`src/rtl/boxcar_pkg.sv`:
```
package boxcar_pkg;
    localparam int DEF_DATA_W = 16;
    localparam int DEF_FRAC_W = 10;
    localparam int DEF_NS_W   = 4;
    localparam int DEF_MIN_NS = 2;
endpackage

```
`src/rtl/boxcar_rate_watch.sv`:
```
module boxcar_rate_watch #(
    parameter int NS_W   = 4,
    parameter int MIN_NS = 2
) (
    input  logic            clk,
    input  logic            rst,
    input  logic            in_valid,
    input  logic [NS_W-1:0] sps,
    output logic [NS_W-1:0] eff_ns,
    output logic            change,
    output logic            blank,
    output logic            rate_new,
    output logic [NS_W-1:0] per_cur,
    output logic [NS_W-1:0] per_prev
);
    localparam logic [NS_W-1:0] MIN_V = NS_W'(MIN_NS);
    localparam logic [NS_W-1:0] ONE_V = NS_W'(1);

    typedef struct packed {
        logic [NS_W-1:0] stored;
        logic [NS_W-1:0] cur;
        logic [NS_W-1:0] prev;
        logic [NS_W-1:0] cnt;
        logic            flag;
    } watch_t;

    watch_t s_d, s_q;

    always_comb begin
        eff_ns = (sps < MIN_V) ? MIN_V : sps;
        change = in_valid && (eff_ns != s_q.stored);
        blank  = change || (s_q.cnt != '0);

        s_d      = s_q;
        s_d.flag = 1'b0;
        if (in_valid) begin
            s_d.stored = eff_ns;
            s_d.cur    = eff_ns - ONE_V;
            if (change) begin
                s_d.flag = 1'b1;
                s_d.prev = s_q.cur;
                s_d.cnt  = eff_ns - ONE_V;
            end else if (s_q.cnt != '0) begin
                s_d.cnt = s_q.cnt - ONE_V;
            end
        end
    end

    always_ff @(posedge clk) begin
        if (rst) s_q <= '0;
        else     s_q <= s_d;
    end

    assign rate_new = s_q.flag;
    assign per_cur  = s_q.cur;
    assign per_prev = s_q.prev;
endmodule

```
`src/rtl/boxcar_delay.sv`:
```
module boxcar_delay #(
    parameter int DATA_W = 16,
    parameter int DEPTH  = 15,
    parameter int ADDR_W = 4
) (
    input  logic                     clk,
    input  logic                     rst,
    input  logic                     shift_en,
    input  logic signed [DATA_W-1:0] din,
    input  logic [ADDR_W-1:0]        addr,
    output logic signed [DATA_W-1:0] dout
);
    logic signed [DATA_W-1:0] sr_d [DEPTH];
    logic signed [DATA_W-1:0] sr_q [DEPTH];

    always_comb begin
        for (int i = 0; i < DEPTH; i++) begin
            if (!shift_en)   sr_d[i] = sr_q[i];
            else if (i == 0) sr_d[i] = din;
            else             sr_d[i] = sr_q[i-1];
        end
        dout = '0;
        for (int i = 0; i < DEPTH; i++) begin
            if (int'(addr) == i) dout = sr_q[i];
        end
    end

    always_ff @(posedge clk) begin
        for (int i = 0; i < DEPTH; i++) begin
            if (rst) sr_q[i] <= '0;
            else     sr_q[i] <= sr_d[i];
        end
    end
endmodule

```
`src/rtl/boxcar_accum.sv`:
```
module boxcar_accum #(
    parameter int DATA_W = 16,
    parameter int ACC_W  = 20
) (
    input  logic                     clk,
    input  logic                     rst,
    input  logic                     en,
    input  logic                     reload,
    input  logic signed [DATA_W-1:0] din,
    input  logic signed [DATA_W-1:0] dly,
    output logic signed [DATA_W-1:0] dout
);
    localparam logic signed [ACC_W-1:0] SAT_HI = ACC_W'((64'sd1 <<< (DATA_W-1)) - 64'sd1);
    localparam logic signed [ACC_W-1:0] SAT_LO = ACC_W'(-(64'sd1 <<< (DATA_W-1)));

    logic signed [ACC_W-1:0] acc_d, acc_q;

    always_comb begin
        acc_d = acc_q;
        if (en) begin
            if (reload) acc_d = ACC_W'(din);
            else        acc_d = acc_q + ACC_W'(din) - ACC_W'(dly);
        end
    end

    always_ff @(posedge clk) begin
        if (rst) acc_q <= '0;
        else     acc_q <= acc_d;
    end

    generate
        if (ACC_W > DATA_W) begin : g_sat
            always_comb begin
                if (acc_q > SAT_HI)      dout = DATA_W'(SAT_HI);
                else if (acc_q < SAT_LO) dout = DATA_W'(SAT_LO);
                else                     dout = DATA_W'(acc_q);
            end
        end else begin : g_pass
            assign dout = DATA_W'(acc_q);
        end
    endgenerate
endmodule

```
`src/rtl/boxcar_mf.sv`:
```
module boxcar_mf
    import boxcar_pkg::*;
#(
    parameter int DATA_W = DEF_DATA_W,
    parameter int NS_W   = DEF_NS_W,
    parameter int MIN_NS = DEF_MIN_NS
) (
    input  logic                     clk,
    input  logic                     rst,
    input  logic                     in_valid,
    input  logic signed [DATA_W-1:0] in_sample,
    input  logic [NS_W-1:0]          sps,
    output logic signed [DATA_W-1:0] out_sample,
    output logic                     rate_new,
    output logic [NS_W-1:0]          per_cur,
    output logic [NS_W-1:0]          per_prev
);
    localparam int MAX_NS = (1 << NS_W) - 1;
    localparam int ACC_W  = DATA_W + NS_W;

    logic [NS_W-1:0]          eff_ns;
    logic                     change;
    logic                     blank;
    logic [NS_W-1:0]          tap_addr;
    logic signed [DATA_W-1:0] tap;
    logic signed [DATA_W-1:0] dly_term;

    boxcar_rate_watch #(.NS_W(NS_W), .MIN_NS(MIN_NS)) u_watch (
        .clk(clk), .rst(rst), .in_valid(in_valid), .sps(sps),
        .eff_ns(eff_ns), .change(change), .blank(blank),
        .rate_new(rate_new), .per_cur(per_cur), .per_prev(per_prev)
    );

    always_comb begin
        tap_addr = eff_ns - NS_W'(1);
        dly_term = blank ? '0 : tap;
    end

    boxcar_delay #(.DATA_W(DATA_W), .DEPTH(MAX_NS), .ADDR_W(NS_W)) u_delay (
        .clk(clk), .rst(rst), .shift_en(in_valid), .din(in_sample),
        .addr(tap_addr), .dout(tap)
    );

    boxcar_accum #(.DATA_W(DATA_W), .ACC_W(ACC_W)) u_accum (
        .clk(clk), .rst(rst), .en(in_valid), .reload(change),
        .din(in_sample), .dly(dly_term), .dout(out_sample)
    );
endmodule

```
`config.mk`:
```
export PLATFORM = sky130hd
export DESIGN_NAME = boxcar_mf
export DESIGN_NICKNAME = d
export VERILOG_FILES = /design/src/rtl/boxcar_pkg.sv /design/src/rtl/boxcar_rate_watch.sv /design/src/rtl/boxcar_delay.sv /design/src/rtl/boxcar_accum.sv /design/src/rtl/boxcar_mf.sv
export SDC_FILE = /design/constraint.sdc
export NUM_CORES = 1
export LEC_CHECK = 0
export BUFFER_PORTS_ARGS = -buffer_cell sky130_fd_sc_hd__buf_4
export CORE_MARGIN = 10
export CORE_UTILIZATION = 63
export DETAILED_ROUTE_END_ITERATION = 8
export PLACE_DENSITY = 0.83
export SETUP_SLACK_MARGIN = 0.15
export SLEW_MARGIN = 25
export SYNTH_ARGS = -nofsm -noshare
export SYNTH_HDL_FRONTEND = slang
export SYNTH_HIERARCHICAL = 1
export SYNTH_SLANG_ARGS = --single-unit
```
`constraint.sdc`:
```
create_clock -name clk -period 7.35 [get_ports clk]
set_input_delay 1.47 -clock clk [delete_from_list [all_inputs] [get_ports clk]]
set_output_delay 1.47 -clock clk [all_outputs]
set_load 0.02 [all_outputs]
```
### Word level (Yosys, flattened, before mapping)

Memory sizes are Yosys's and may differ from the RTL's.
Cells that the tools add are included.

* bits in registers: 37
* latch bits: 0
* memory bits (writable): 240
* bits in read-only memories: 0
* output and inout port bits: 25
* logic and storage cells: 109
* memories kept: 1

* add/subtract/negate cells: 4
* multipliers: 0
* div/mod/pow operators: 0
* $lt $le $gt $ge: 3
* equality and inequality tests: 15
* shift-type cells: 0
* muxes and demuxes: 56
* bitwise logic cells: 16
* reductions and logical operators: 8

Memory list
* u_delay.sr_q: depth 15, bits a word 16, read ports 15, clocked after Yosys merged registers in 0, wr ports 15, RTL line boxcar_delay.sv:14 `logic signed [DATA_W-1:0] sr_q [DEPTH];`

Operators with widths (number)
* $mux W16: 48
* $eq A4 B4 Y1 const B: 8
* $add A20 B16 Y20: 1
* $gt A20 B16 Y1 const B: 1
* $lt A20 B16 Y1 const B: 1
* $mux W20: 1
* $sub A20 B16 Y20: 1
* $eq A4 B3 Y1 const B: 4
* $or A1 B1 Y1: 15
* $mux W4: 3
* $eq A4 B2 Y1 const B: 2
* $sub A4 B1 Y4 const B: 2
* $logic_not A4 Y1: 1
* $lt A4 B2 Y1 const B: 1
* $mux W1: 4
* $ne A4 B4 Y1: 1
* $reduce_and A2 Y1: 2
* $reduce_bool A4 Y1: 1
* $reduce_bool A2 Y1: 1
* $reduce_or A2 Y1: 1
* $logic_and A1 B1 Y1: 1
* $logic_or A1 B1 Y1: 1
* $not A1 Y1: 1

### Logic depth before layout (Yosys ltp)

* depth in word-level cells: 22
* gate-level depth with buffers: 27
* depth with buffers taken out: 23

### Hierarchy

The synthesis kept the hierarchy.

Modules (own cells, without submodules)
* boxcar_delay: times used 1, cells each 1142, area each 10807.9 um^2, sequential area each 4804.6 um^2
* boxcar_accum: times used 1, cells each 354, area each 2626.3 um^2, sequential area each 400.4 um^2
* boxcar_rate_watch: times used 1, cells each 112, area each 957.2 um^2, sequential area each 340.3 um^2
* boxcar_mf: times used 1, cells each 24, area each 158.9 um^2, sequential area each 0.0 um^2

### Least setup slack after synthesis

OpenSTA, ideal clock, no wires.

* path kind: input-to-reg
* start point: input sps[2]
* end point: register u_accum.acc_q[16]
* library setup time: 71 ps
* data arrival time: 6045 ps
* setup slack: 1234 ps
* stages on the path: 22
* path buffers: 2
* cells stage by stage: buf_6 o31a_1 inv_1 ha_1 xor2_1 buf_6 mux2_2 o221ai_1 a22oi_1 a221oi_1 o21ai_0 nor2b_1 fa_1 inv_1 fa_1 a21oi_1 o211ai_1 a21oi_1 a21bo_2 mux2_1 a221o_1 a21oi_1

* longest elaborated chain between the ends: 22
* elaborated cells between the ends (all ways): 39
* those cells by class: 2 x add/sub; 1 x order compare; 15 x eq/ne; 18 x mux; 3 x reduce/logical

RTL lines
* from (decl): RTL line boxcar_mf.sv:12 `input logic [NS_W-1:0] sps,`
* $lt A4 B2 Y1 (*): RTL line boxcar_rate_watch.sv:30 `eff_ns = (sps < MIN_V) ? MIN_V : sps;`
* $mux W4 (*): RTL line boxcar_rate_watch.sv:30
* named net eff_ns[0]: RTL line boxcar_mf.sv:21 `logic [NS_W-1:0] eff_ns;`
* $sub A4 B1 Y4 (*): RTL line boxcar_mf.sv:35 `tap_addr = eff_ns - NS_W'(1);`
* named net tap_addr[0]: RTL line boxcar_mf.sv:24 `logic [NS_W-1:0] tap_addr;`
* $logic_not A4 Y1: RTL line boxcar_delay.sv:24 `if (int'(addr) == i) dout = sr_q[i];`
* $mux W16 (14 in series): RTL line boxcar_delay.sv:24
* $mux W16 (*): RTL line boxcar_delay.sv:24
* named net tap[1]: RTL line boxcar_mf.sv:25 `logic signed [DATA_W-1:0] tap;`
* $mux W16 (*): RTL line boxcar_mf.sv:36 `dly_term = blank ? '0 : tap;`
* named net dly_term[1]: RTL line boxcar_mf.sv:26 `logic signed [DATA_W-1:0] dly_term;`
* $sub A20 B16 Y20 (*): RTL line boxcar_accum.sv:22 `else acc_d = acc_q + ACC_W'(din) - ACC_W'(dly);`
* $mux W20 (*): RTL line boxcar_accum.sv:21 `if (reload) acc_d = ACC_W'(din);`
* to (signal assigned): RTL line boxcar_accum.sv:27 `if (rst) acc_q <= '0;`
* to (signal assigned): RTL line boxcar_accum.sv:28 `else acc_q <= acc_d;`
* to (decl): RTL line boxcar_accum.sv:16 `logic signed [ACC_W-1:0] acc_d, acc_q;`

Mark *: on every way through the listed nets, which the timed path passes. The rest lies on a longest branch.
A chain may end at the register's enable or synchronous reset.

### Final worst setup path

Ends and elaborated chain as after synthesis.

==> summary.txt <==
Synthesis
  – Yosys top cell by area: dfxtp_1
  – Cell with the most instances after synthesis: nor2_1
  – Seq cells post-synth: between 200 and 300
  – Distinct cell type count after synthesis: 77
  – Synth Area in Simple Gates: 0.1452
  – Top cells by area, synth: dfxtp_1 (38%), mux2i_1 (18%), nor2_1 (8.2%)
  – Post-synth EDFFs: 0
  – Post-synthesis adder-cell area fraction: 0.04764
  – Mapped cell area: between 10000 and 15000 um^2
  – YS warnings: 6
  – Syn avg cell area: around 8.9 um^2
  – Sequential share of the synthesized area: 0.3811
  – Syn Nets: around 1700
  – Post-synth top area share: 0.3811
  – Xor/xnor share of the synthesized area: 0.01144
  – Post-Syn Instances: about 1600
  – Portion of netlist area occupied by mux cells: 0.2115
  – Commonest cells post-synth: nor2_1 (316), dfxtp_1 (277), mux2i_1 (258), inv_1 (95), o21ai_0 (72)
  – Largest family of logic cells by synthesized area: multiplexers
  – Ys async rst share: 0
  – Top_reg_cell synth: dfxtp_1
  – Post-synthesis compound-gate area fraction: 0.1365

Finish
  – Fin cells: 1926
  – Area delta synth->final: 9.373%
  – Layout cell share with drive strength beyond 1: 0.1054
  – Diode count: 0
  – Fin nets: between 1500 and 2000
  – Fill count: roughly 1700

STA
  – Final critical-path setup slack: about 0.85 ns
  – Fin. max-slew vios: 0
  – Least-Margin Pin Slew: 1.058 ns
  – F_max: around 150 MHz
  – Tmin final: around 6.5 ns
  – Final clock skew: 0.01078 ns
  – Setup TNS: 0 ns
  – Count of final setup violators: 0
  – Final Hold Viols: 0
  – Final Cycle Share: 0.8837
  – Slew headroom: 0.2950
  – RSZ-0062 raised after global routing: no

Clock tree
  – Later-pin clock latency in the skew report: approximately 0.54 ns
  – CTS Sinks: ~280
  – Clock Path Buffers: 3
  – Hold-fix buffers, CTS: 0
  – Post-CTS sizing: 0
  – Clock transition at path regs: around 0.060 ns
  – CTS tree: done
  – CTS H-tree depth: 1
  – Setup bufs post-CTS: 0
  – CTS Buf Count: 29
  – Clock root buffer: clkbuf_16

Floorplan
  – Site row count: 55
  – Initial Util: 0.6407
  – Chip width: 172.0 um
  – CORE AREA: between 20000 and 25000 um^2
  – Io pins: 48
  – Die ar.: around 30000 um^2
  – Die height: between 150 and 200 um

Detailed routing
  – Initial drt markers: 1343
  – ANT nets after route: 0
  – DRC Markers: 0
  – Via count: 11870
  – Drt wl/cell: between 15 and 20 um
  – Final wirelength: 36020 um
  – First-pass DRT Iterations: 7
  – Vias/cell: ~6.2

Worst setup path
  – Worst reg2reg path depth: 16
  – Kind of critical path: primary input to register
  – WP data required: about 7.8 ns
  – Worst setup SP type: primary input
  – Max FO, Critical Path: 11
  – CP Capture Type: register
  – CP arrival: 6.96 ns

Placed design
  – Final Wtd Congestion: a little over 0.9
  – Pre-CTS WS: between 0.4 and 0.5 ns
  – Post-Place Cells: between 1500 and 2000
  – PortBufs: 47
  – Dpl hpwl: 24380 um

Power and ir drop
  – Pint: 2.798 mW
  – Combinational power share: 0.265
  – P_sw: 1.261 mW
  – Switching Fraction: 0.3107
  – Sequential power share: 0.385
  – Clock Power Share: 0.349
  – Leak Pwr: between 6 and 7 nW
  – Maximum vdd drop: between 0.15 and 0.2 mV
  – Pwr/cell area: around 260 nW/um^2

Hold path
  – Min-delay worst type: register to register
  – Hold path cells: 2

Global routing
  – First-pass GRT wire length: 57990 um
  – Vias in the first global route: 11210
  – Initial antenna violation count: 1
  – Total global routing overflow: 0
  – Overall routing resource usage: 0.2367
  – Pin count of the biggest net entering global routing: 220

Outcome
  – Outcome: finished clean

Flow run
  – Max-cap violations: 0
## power by group through the flow
stage / registers, mW / clock network, mW / logic (mW)
5_1_grt: 1.57 / 1.50 / 1.17
2_1_floorplan: 1.59 / 0 / 0.775
3_3_place_gp: 1.59 / 0 / 1.03
6_report: 1.56 / 1.42 / 1.08
3_5_place_dp: 1.60 / 0 / 1.05
4_1_cts: 1.56 / 1.44 / 1.06
## worst max-delay path, stage by stage
cell      delay (ns)
buf_4           0.17
o31a_1          0.30
clkinv_2        0.14
ha_1            0.27
xor2_4          0.34
nor2b_1         0.51
buf_4           0.26
a22oi_1         0.08
a221oi_1        0.29
o21ai_0         0.18
nor2b_1         0.19
fa_1            0.52
inv_1           0.07
fa_1            0.45
a21oi_1         0.28
o211ai_1        0.15
a21oi_1         0.25
a21bo_2         0.21
mux2_1          0.31
a221o_1         0.35
a21oi_1         0.14
## state kept, by name, indices dropped and copies added (netlist names)
register          flops
u_delay/sr_q        240
u_accum/acc_q        20
u_watch/s_q           8
u_watch/per_cur       4
u_watch/per_prev      4
u_watch/rate_new      1
## cells by family after synthesis
kind of cell,after synthesis
fa+ha+maj,44
flops,277
mux,291
simple gates,486
xor+xnor,19
compound gates,297
buf+inv,218
## metrics by stage
step	hold slack (ns)	power, mW	instance area [um^2]	utilization
after CTS	0.4665	4.059	15910	0.7006
after global routing	0.4857	4.241	15910	0.7008
after floorplan	0.4410	2.362	14550	-
after detailed placement	0.4561	2.647	14990	0.6601
after global placement	0.4524	2.627	14990	0.6601
final	0.4673	4.059	15910	0.7008
## metal layers
metal / track usage / vias up / share of wire
li1: - / 5650 / -
met1: 0.3157 / 5701 / 0.44
met2: 0.3820 / 428 / 0.46
met3: 0.03625 / 92 / 0.067
met4: 0.08358 / 2 / 0.030
met5: 0 / - / 0.00036
## placed cells by master (no fill, tap or decap), drive strengths merged, types with 26 or more instances in the layout
master | Yosys | routed
o22ai | 26 | 26
o21ai | 76 | 76
nand2 | 54 | 54
clkbuf | 57 | 42
a21oi | 57 | 57
mux2i | 258 | 258
buf | 64 | 79
inv | 96 | 95
nor2b | 26 | 26
dfxtp | 277 | 277
nor2 | 316 | 316
## path summary, 6_finish.rpt
| kind | from | to | slack, ns |
|---|---|---|---|
| hold / removal | u_watch/per_prev[1]$_SDFFE_PP0P_ | u_watch/per_prev[1]$_SDFFE_PP0P_ | 0.47 |
| setup reg to reg | u_watch/s_q[16]$_SDFFE_PP0P_ | u_accum/acc_q[16]$_SDFFE_PP0P_ | 2.58 |
| hold reg to reg | u_watch/per_prev[1]$_SDFFE_PP0P_ | u_watch/per_prev[1]$_SDFFE_PP0P_ | 0.47 |
| setup / recovery | sps[2] | u_accum/acc_q[16]$_SDFFE_PP0P_ | 0.85 |
## final cells by class
| cell class | instances | area [um^2] | area share |
|---|---|---|---|
| clock buffer | 41 | 850.8 | 0.05346 |
| clock inverter | 9 | 70.07 | 0.004403 |
| inverter | 97 | 366.6 | 0.02304 |
| multi-input combinational | 1137 | 8069 | 0.5070 |
| sequential | 277 | 5545 | 0.3485 |
| tap | 285 | 356.6 | 0.02241 |
| timing repair buffer | 80 | 655.6 | 0.04120 |
Note: power is estimated with default switching activity, not from simulation.
